`src/rtl/lnk_retx_tx.sv`:
```
module lnk_retx_tx #(
  parameter int W     = 16,
  parameter int DEPTH = 8
) (
  input  logic         clk,
  input  logic         rst_n,
  input  logic         up_vld,
  input  logic [W-1:0] up_dat,
  output logic         up_rdy,
  output logic         lnk_vld,
  output logic [W-1:0] lnk_dat,
  input  logic         lnk_ack,
  input  logic         lnk_nack
);
  localparam int AW = $clog2(DEPTH);
  localparam logic [AW:0] FULL = (AW+1)'(DEPTH);

  logic [W-1:0] mem [DEPTH];
  logic [AW:0]  wr_p, snd_p, ack_p;
  logic [AW:0]  used;
  logic         take;

  assign used    = wr_p - ack_p;
  assign up_rdy  = used < FULL;
  assign take    = up_vld && up_rdy;
  assign lnk_vld = snd_p != wr_p;
  assign lnk_dat = mem[snd_p[AW-1:0]];

  always_ff @(posedge clk) begin
    if (take) mem[wr_p[AW-1:0]] <= up_dat;
  end

  always_ff @(posedge clk) begin
    if (!rst_n) begin
      wr_p  <= '0;
      snd_p <= '0;
      ack_p <= '0;
    end else begin
      if (take) wr_p <= wr_p + 1'b1;
      if (lnk_ack) ack_p <= ack_p + 1'b1;
      if (lnk_nack) snd_p <= ack_p;
      else if (lnk_vld) snd_p <= snd_p + 1'b1;
    end
  end

  AST_ONE_RESPONSE: assert property (@(posedge clk) disable iff (!rst_n)
    !(lnk_ack && lnk_nack));
  AST_RESP_PENDING: assert property (@(posedge clk) disable iff (!rst_n)
    (lnk_ack || lnk_nack) |-> (snd_p != ack_p));
  AST_REPLAY_STARTS: assert property (@(posedge clk) disable iff (!rst_n)
    lnk_nack |=> lnk_vld);
  AST_ACK_FREES: assert property (@(posedge clk) disable iff (!rst_n)
    lnk_ack |=> up_rdy);
  AST_NO_OVERFLOW: assert property (@(posedge clk) disable iff (!rst_n)
    used <= FULL);
endmodule

```
`config.mk`:
```
export PLATFORM = sky130hd
export DESIGN_NAME = lnk_retx_tx
export DESIGN_NICKNAME = d
export VERILOG_FILES = /design/src/rtl/lnk_retx_tx.sv
export SDC_FILE = /design/constraint.sdc
export NUM_CORES = 1
export LEC_CHECK = 0
export ABC_AREA = 1
export BUFFER_PORTS_ARGS = -buffer_cell sky130_fd_sc_hd__buf_2
export CAP_MARGIN = 40
export CORE_MARGIN = 5
export CORE_UTILIZATION = 50
export DETAILED_ROUTE_END_ITERATION = 12
export GPL_TIMING_DRIVEN = 1
export PLACE_DENSITY = 0.67
export SKIP_LAST_GASP = 1
export SLEW_MARGIN = 20
export SYNTH_ARGS = -nofsm -noshare
export SYNTH_HDL_FRONTEND = slang
export SYNTH_SLANG_ARGS = --single-unit
```
`constraint.sdc`:
```
create_clock -name clk -period 3.8 [get_ports clk]
set_input_delay 0.76 -clock clk [delete_from_list [all_inputs] [get_ports clk]]
set_output_delay 0.76 -clock clk [all_outputs]
set_load 0.01 [all_outputs]
```
### Word level (Yosys, flattened, before mapping)

Memory sizes are Yosys's and may differ from the RTL's. A register that Yosys moved wholly into a read port is not among the register bits.
Cells that the tools add are included.

| storage, ports and cells | value |
|---|---|
| register bits | 12 |
| memory bits (writable) | 128 |
| input bits | 21 |
| output and inout bits | 18 |
| logic and storage cells | 18 |
| memories | 1 |

Memories:

| memory | depth | width | rd ports | clocked after memory_dff | write ports | RTL line | text |
|---|---|---|---|---|---|---|---|
| mem | 8 | 16 | 1 | 1 | 1 | 18 | `logic [W-1:0] mem [DEPTH];` |

| operators by class | value |
|---|---|
| $add $sub $neg | 4 |
| order comparisons | 1 |
| eq/ne operators | 1 |
| mux-type cells | 6 |
| reductions and logical operators | 2 |

Operators with widths:

| cell | count |
|---|---|
| 4-bit by 1-bit adder with 4-bit output (second input constant) | 3 |
| 4-bit 2-to-1 mux | 2 |
| 3-bit 2-to-1 mux | 2 |
| 4-bit less-than comparator (second input constant) | 1 |
| 4-bit != test | 1 |
| 4-bit subtractor | 1 |
| 1-bit 2-to-1 mux | 2 |
| 2-bit nonzero test | 1 |
| 1-bit logical AND | 1 |

### Depth between registers and ports, before layout

Gate-level depths: netlist (run 1).

| depth | value |
|---|---|
| depth after elaboration | 5 |
| depth in mapped cells | 11 |
| mapped depth without buffers | 11 |

### Worst setup path after synthesis (run 1)

OpenSTA, ideal clock, no wires.

| timing | value |
|---|---|
| kind | register to register |
| start point | register wr_p[2] |
| end point | memory mem[2][0] (enable) |
| library setup time | 0.409 ns |
| data arrival time | 2.374 ns |
| required time | 3.391 ns |
| slack | 1.017 ns |
| stages on the path, launching flop included | 7 |
| buffers on the path | 0 |
| clock period less this slack | 2.783 ns |
| path through | dfxtp_1 ha_1 a21oi_1 nand2_1 nand2_1 nand3_2 nor3_1 |

| on the way | value |
|---|---|
| cells in the longest elaborated chain, start to end | 5 |

RTL lines:

| item | RTL line | text |
|---|---|---|
| start, declared | 19 | `logic [AW:0] wr_p, snd_p, ack_p;` |
| start signal, assigned | 39 | `if (take) wr_p <= wr_p + 1'b1;` |
| 4-bit subtractor | 23 | `assign used = wr_p - ack_p;` |
| 4-bit less-than comparator | 24 | `assign up_rdy = used < FULL;` |
| 1-bit logical AND | 25 | `assign take = up_vld && up_rdy;` |
| 1-bit 2-to-1 mux | 30 | `if (take) mem[wr_p[AW-1:0]] <= up_dat;` |
| 1-bit 2-to-1 mux (implied by the code) | 30 |  |
| end, declared | 18 |  |

Parallel ways exist; a longest one is shown, timed or not.

==> out/qor.yml, run 1 <==
outcome:
  status: "finished clean"
logic_synthesis:
  ys_seq_elements: 143
  synth_commonest_cells: "128 x edfxtp_1, 96 x nand2_1, 85 x nor2_1, 49 x o21ai_0"
  synthMostInstantiatedCell: "edfxtp_1"
  syn_area_mm2: 0.005872
  synth_top_area_share_pct: 65.46
  ys.warnings.count: 0
  postSynthCellCount: 502
  synth_edf_count: 128
  syn_nets: 528
  synth_cell_type_count: 25
  synth_top_area_cell: "edfxtp_1"
  async_reset_ff_share_pct: 0
  ys_top_cells_by_area: "edfxtp_1 65%, nand2_1 6.1%, nor2_1 5.4%"
  syn_area_per_cell_um2: 11.70
  seq_area_frac_synth_pct: 70.57
  synthFlopType: "edfxtp_1"
power_and_ir_drop:
  internal_power_mw: 3.368
  pwr-share-seq_pct: 41.3
  p_per_area_mw_per_mm2: 686.3
  pwr-share-comb_pct: 21.9
  p_sw_share_pct: 28.91
  p_sw_mw: 1.370
  vdd_drop_max_uv: 322.6
  power_mw: 4.738
  clockPowerShare_pct: 36.8
  p_leak_nw: 2.591
clock_network:
  h-tree-depth: 4
  root_buffer: "clkbuf_16"
  clockBufferDepth: 2
  cts-buffers-inserted: 17
  cts.hold.buffers_added: 0
  cts.clk_slew.worst_paths_ns: 0.06
  post-cts-setup-buffers: 0
  clock_sinks: 143
  cts_tree: "done"
  clkLatencyLatePin_ns: 0.41
  cts_resized: 0
global_routing:
  antenna_found_initial: 1
  grt_max_degree: 49
  grt_pass1_wl_mm: 19.62
  grt_overflow_total: 0
  grt_use_total_pct: 17.79
  first_global_vias: 3814
timing:
  worst_slack_ns: 0.8180
  slew_viol_final: 0
  hold_viol: 0
  fin_crit_ns: 2.982
  fin_skew_ns: 0.006734
  worst_hold_slack_ns: 0.5226
  fin_tns_setup_ns: 0
  rsz0062_at_grt: "false"
  finalSetupViolations: 0
  tightest_slew_ns: 0.7347
  relSlewSlack_pct: 50.75
  timing.fmax_ghz: 0.3353
  period_share_pct: 78.47
cells_and_area:
  nets: 577
  num_antenna_cells: 0
  drive_gt1_share_pct: 17.23
  fill_cells: 909
  area_growth_pct: 17.58
  fin_cells: 706
  final_area_mm2: 0.006904
  final_util_pct: 60.21
floorplan:
  die_x_um: 118.4
  start_util_pct: 51.21
  die-area_mm2: 0.01401
  io_pins: 39
  die_height_um: 118.4
  rows: 39
  core_mm2: 0.01147
drt:
  wirelength_mm: 12.01
  via_per_inst: 5.415
  first_iter_violations: 341
  final_antenna_net_count: 0
  first_pass_iters: 5
  vias: 3823
  wl_per_cell_um: 17.02
  drc_errors: 0
placed_design:
  io_buffers: 38
  dpl_cell_area_mm2: 0.006261
  gp_congestion: 0.7920
  hpwl_mm: 7.409
  dp_slack_ns: 1.023
  dp.cells: 674
critical_path:
  crit_top_cell: "nand2_1"
  path_cells: "buf_4, mux2i_1, o22ai_1, nand2_1, nand2_1, buf_2"
  end_kind: "primary output"
  worstPathArrival_ns: 2.22
  cp.required_ns: 3.04
  critical_path.max_fanout: 40
  crit_path_top_delay_cell: "dfxtp_2"
  startpoint_type: "register"
  cp_slowest_stage_delay_ns: 0.65
  crit_type: "reg2out"
worst_hold_path:
  hp-class: "reg2reg"
run:
  drv_cap: 0
flip-flops by register name, summed over array words and instances (netlist names), named ones only:
name,flops
ack_p,4
mem,128
snd_p,4
wr_p,4
logic make-up after synthesis:
| family | synth area share [%] |
|---|---|
| buf+inv | 3.345 |
| fa+ha+maj | 1.065 |
| mux | 2.898 |
| flops | 70.57 |
| simple gates | 13.87 |
| xor+xnor | 0.2984 |
| compound gates | 7.948 |
layout by cell type (no fill, tap or decap):
master and n:
dfxtp_2 2, nor2_2 2, nand3_1 10, clkbuf_16 17
inv_1 14, nand4_1 4, nand2_1 96, edfxtp_1 128
nand2_2 2, buf_4 13, clkinv_2 4, buf_2 38
nor3_2 3, inv_4 1, o22ai_1 17, xor2_1 2
o21ai_0 49, bufinv_16 5, buf_12 1, nor2_1 85
dfxtp_1 13, buf_16 1, a21oi_1 6, nand3_2 2
clkinvlp_4 1, ha_1 5, inv_2 4, mux2i_1 17
clkinv_1 3, clkinv_4 1, o21ai_1 17
worst max-delay path: cells and delay by family, from the launching register on:
family                 cells  cell delay, ns
DFF                        1            0.65
muxes                      1            0.30
AOI/OAI and AO/OA          1            0.10
buffers and inverters      2            0.63
and+or+nand+nor            2            0.13
worst paths after layout:
path	start	end	slack (ns)	cells after the start
min	ack_p[0]	ack_p[0]	0.52	1
max	register	lnk_dat[5]	0.82	6
max reg2reg	wr_p[2]	mem[4][2]	1.00	7
min reg2reg	ack_p[0]	ack_p[0]	0.52	1
power by group through the flow:
stage	logic, mW	registers, mW	clock network [mW]
2_1_floorplan	0.758	1.91	0
3_3_place_gp	0.965	2.01	0
3_5_place_dp	1.03	1.98	0
4_1_cts	1.04	1.95	1.76
5_1_grt	1.18	1.97	1.83
6_report	1.04	1.95	1.75
cell type report:
cell class                      count  area [um2]  area share (%)
Clock buffer                       17       425.4           6.162
Multi-Input combinational cell    317        1546           22.40
Inverter                           19       73.82           1.069
Tap cell                          143       178.9           2.592
Timing Repair Buffer               53       335.3           4.857
Clock inverter                     14       197.7           2.863
Sequential cell                   143        4146           60.06
routing by layer:
metal	vias up	GRT usage, %	share of wire, %
met2	99	29.01	49
met3	21	4.394	4.9
met5	-	0	0.11
li1	1860	-	-
met1	1841	23.11	44
met4	2	6.945	1.8
(Power assumes the default switching activity.)
==> run 2, diff against run 1 <==
--- a/config.mk
+++ b/config.mk
@@ -5,14 +5,14 @@
 export SDC_FILE = /design/constraint.sdc
 export NUM_CORES = 1
 export LEC_CHECK = 0
-export ABC_AREA = 1
+export ABC_AREA = 0
 export BUFFER_PORTS_ARGS = -buffer_cell sky130_fd_sc_hd__buf_2
 export CAP_MARGIN = 40
 export CORE_MARGIN = 5
 export CORE_UTILIZATION = 50
 export DETAILED_ROUTE_END_ITERATION = 12
 export GPL_TIMING_DRIVEN = 1
-export PLACE_DENSITY = 0.67
+export PLACE_DENSITY = 0.7
 export SKIP_LAST_GASP = 1
 export SLEW_MARGIN = 20
 export SYNTH_ARGS = -nofsm -noshare
==> constraint.sdc (replaced) <==
create_clock -name clk -period 2.7 [get_ports clk]
set_input_delay 0.54 -clock clk [delete_from_list [all_inputs] [get_ports clk]]
set_output_delay 0.54 -clock clk [all_outputs]
set_load 0.01 [all_outputs]
==> run 2 against run 1 <==
Compared with the run above: hold slack worse by 0.13 ns; core utilization is 0.76 points lower; synthesized cell count is 45% lower; final area is 2.5% lower; largest cell class unchanged; highest routed layer is now met4.
==> out/qor.yml, run 2 <==
logic_synthesis:
  ys_top_cells_by_area: "edfxtp_1 67%, mux4_1 13%, dfxtp_1 5.2%"
  ys.warnings.count: 0  # unchanged
  ys_seq_elements: 143  # unchanged
  synthMostInstantiatedCell: "edfxtp_1"
  synth_cell_type_count: 29  # +16%
  synth_commonest_cells: "128 x edfxtp_1, 28 x mux4_1, 16 x mux2_2, 15 x dfxtp_1, 10 x nand2_1"
  synthFlopType: "edfxtp_1"
  syn_nets: 302  # -43%
  synth_top_area_cell: "edfxtp_1"
  syn_area_per_cell_um2: 20.73  # +77%
  synth_edf_count: 128  # unchanged
  postSynthCellCount: 276  # -45%
  syn_area_mm2: 0.005720  # -2.6%
  seq_area_frac_synth_pct: 72.44  # +1.9 points
  synth_top_area_share_pct: 67.19  # +1.7 points
  async_reset_ff_share_pct: 0  # unchanged
cells_and_area:
  mostFrequentLayoutCells: "128 x edfxtp_1, 38 x buf_2, 28 x mux4_1"
  drive_gt1_share_pct: 31.23  # +14 points
  final_area_mm2: 0.006730  # -2.5%
  num_antenna_cells: 0  # unchanged
  final_common_cell: "edfxtp_1"
  final_util_pct: 59.45  # -0.76 points
  nets: 362  # -37%
  area_growth_pct: 17.65  # about the same
  largest_register_ffs: 128  # unchanged
  fin_cells: 492  # -30%
critical_path:
  worstPathArrival_ns: 2.02  # -0.20 ns
  end_kind: "primary output"
  crit_type: "reg2out"
  critical_path.max_fanout: 32  # -20%
  cp.required_ns: 2.16  # -0.88 ns
  crit_buf_inv: 2  # unchanged
  crit_family: "multiplexers"
  crit_path_top_delay_cell: "mux4_1"
  startpoint_type: "register"
  cp_slowest_stage_delay_ns: 0.61  # -0.04 ns
  path_cells: "buf_12, mux4_1, mux2_2, buf_2"
timing:
  worst_hold_slack_ns: 0.3949  # -0.1277 ns
  hold_viol: 0  # unchanged
  worst_slack_ns: 0.1389  # -0.6791 ns
  slew_viol_final: 0  # unchanged
  fin_crit_ns: 2.561
  tightest_slew_ns: 0.4426  # -0.2921 ns
  rsz0062_at_grt: "false"
  fin_skew_ns: 0.007628  # +0.0008948 ns
  fin_tns_setup_ns: 0  # unchanged
  finalSetupViolations: 0  # unchanged
  relSlewSlack_pct: 70.49  # +20 points
  timing.fmax_ghz: 0.3905
  period_share_pct: 94.86
clock_network:
  root_buffer: "clkbuf_16"
  post-cts-setup-buffers: 0  # unchanged
  clkLatencyLatePin_ns: 0.41  # about the same
  cts_resized: 0  # unchanged
  h-tree-depth: 4  # unchanged
  cts-buffers-inserted: 17  # unchanged
  clock_sinks: 143  # unchanged
  cts_tree: "done"
  clockBufferDepth: 2  # unchanged
  cts.hold.buffers_added: 0  # unchanged
  cts.clk_slew.worst_paths_ns: 0.06  # about the same
floorplan:
  io_pins: 39  # unchanged
  die_height_um: 117.0  # -1.2%
  die-area_mm2: 0.01368  # -2.4%
  core_mm2: 0.01132  # -1.3%
  rows: 39  # unchanged
  start_util_pct: 50.53  # -0.68 points
  die_x_um: 117.0  # -1.2%
worst_hold_path:
  hp-class: "in2reg"
placed_design:
  hpwl_mm: 6.068  # -18%
  io_buffers: 38  # unchanged
  dp.cells: 460  # -32%
  dpl_cell_area_mm2: 0.006137  # -2.0%
  dp_slack_ns: 0.4030  # -0.6202 ns
  gp_congestion: 0.7132  # -9.9%
global_routing:
  grt_pass1_wl_mm: 15.55  # -21%
  grt_overflow_total: 0  # unchanged
  first_global_vias: 2885  # -24%
  grt_max_degree: 33  # -33%
  grt_use_total_pct: 16.15  # -1.6 points
  antenna_found_initial: 0  # -1
drt:
  wl_per_cell_um: 20.42  # +20%
  final_antenna_net_count: 0  # unchanged
  wirelength_mm: 10.05  # -16%
  first_pass_iters: 4  # -1
  vias: 2718  # -29%
  drc_errors: 0  # unchanged
  first_iter_violations: 226  # -34%
  via_per_inst: 5.524  # +2.0%
run:
  drv_cap: 0  # unchanged
power_and_ir_drop:
  clockPowerShare_pct: 40.4  # +3.6 points
  p_sw_mw: 1.278  # -6.7%
  p_per_area_mw_per_mm2: 822.2  # +20%
  pwr-share-seq_pct: 46.3  # +5.0 points
  p_sw_share_pct: 23.10  # -5.8 points
  vdd_drop_max_uv: 462.1  # +43%
  p_leak_nw: 2.329  # -10%
  pwr-share-comb_pct: 13.3  # -8.6 points
  internal_power_mw: 4.255  # +26%
  power_mw: 5.533  # +17%
outcome:
  status: "finished clean"
-- run 2: cell types whose count changed after synthesis, sizes merged, moves of 5 or more --
cell    previous run  this run
nor2              87         8
o21ai             66         5
o22ai             17         0
mux2i             17         6
mux4               0        32
inv               19         3
xnor2              0         9
clkbuf             8         3
mux2               0        16
nand3             12         5
nand2             98        10
buf               15         9
-- run 2: worst paths after layout --
| check | from | depth (start not counted) | slack [ns] | end |
|---|---|---|---|---|
| worst max-delay path | register | 4 | 0.14 | lnk_dat[10] |
| worst min-delay path | up_dat[4] | 1 | 0.39 | mem[6][4] |
| worst max register to register | ack_p[2] | 8 | 0.44 | mem[2][4] |
| worst min register to register | wr_p[2] | 2 | 0.55 | wr_p[2] |
-- run 2: power groups by stage --
stage	Combinational [mW]	Sequential [mW]	Clock (mW)
after floorplan	0.534	2.59	0
after global placement	0.733	2.60	0
after global routing	0.806	2.57	2.38
final	0.735	2.56	2.24
after detailed placement	0.748	2.61	0
after CTS	0.751	2.56	2.28
-- run 2: routing by layer --
layer  wire length [um]  part of all wire, %  track usage, %
met3                382                  3.8           5.296
met5                  0                    0               0
met1               4776                   48           21.65
met4                196                  2.0           5.657
met2               4693                   47           25.07
-- run 2: layout make-up --
cell class                 instances  area [um2]
clock buffer                      22       518.0
clock inverter                    10       73.82
fill                             813        4591
inverter                           3       11.26
multi-input combinational        118        1486
sequential                       143        4146
tap                              143       178.9
timing repair buffer              53       315.3
-- run 2: worst register-to-register path, delay by kind of cell (launching register included) --
family | cells | cell delay, ns
buf+inv | 2 | 0.36
xor+xnor | 1 | 0.28
simple gates | 2 | 0.33
flops | 1 | 0.40
fa+ha+maj | 1 | 0.28
compound gates | 2 | 0.28
-- run 2: kinds of logic (layout without fill, tap and decap cells) --
family | Yosys count | after routing | synth area share, %
buffers and inverters | 15 | 88 | 1.575
adders and majority gates | 5 | 5 | 1.094
DFF | 143 | 143 | 72.44
muxes | 54 | 54 | 18.64
and+or+nand+nor | 39 | 39 | 3.456
xor gates and xnor gates | 13 | 13 | 2.122
AOI/OAI and AO/OA | 7 | 7 | 0.6779
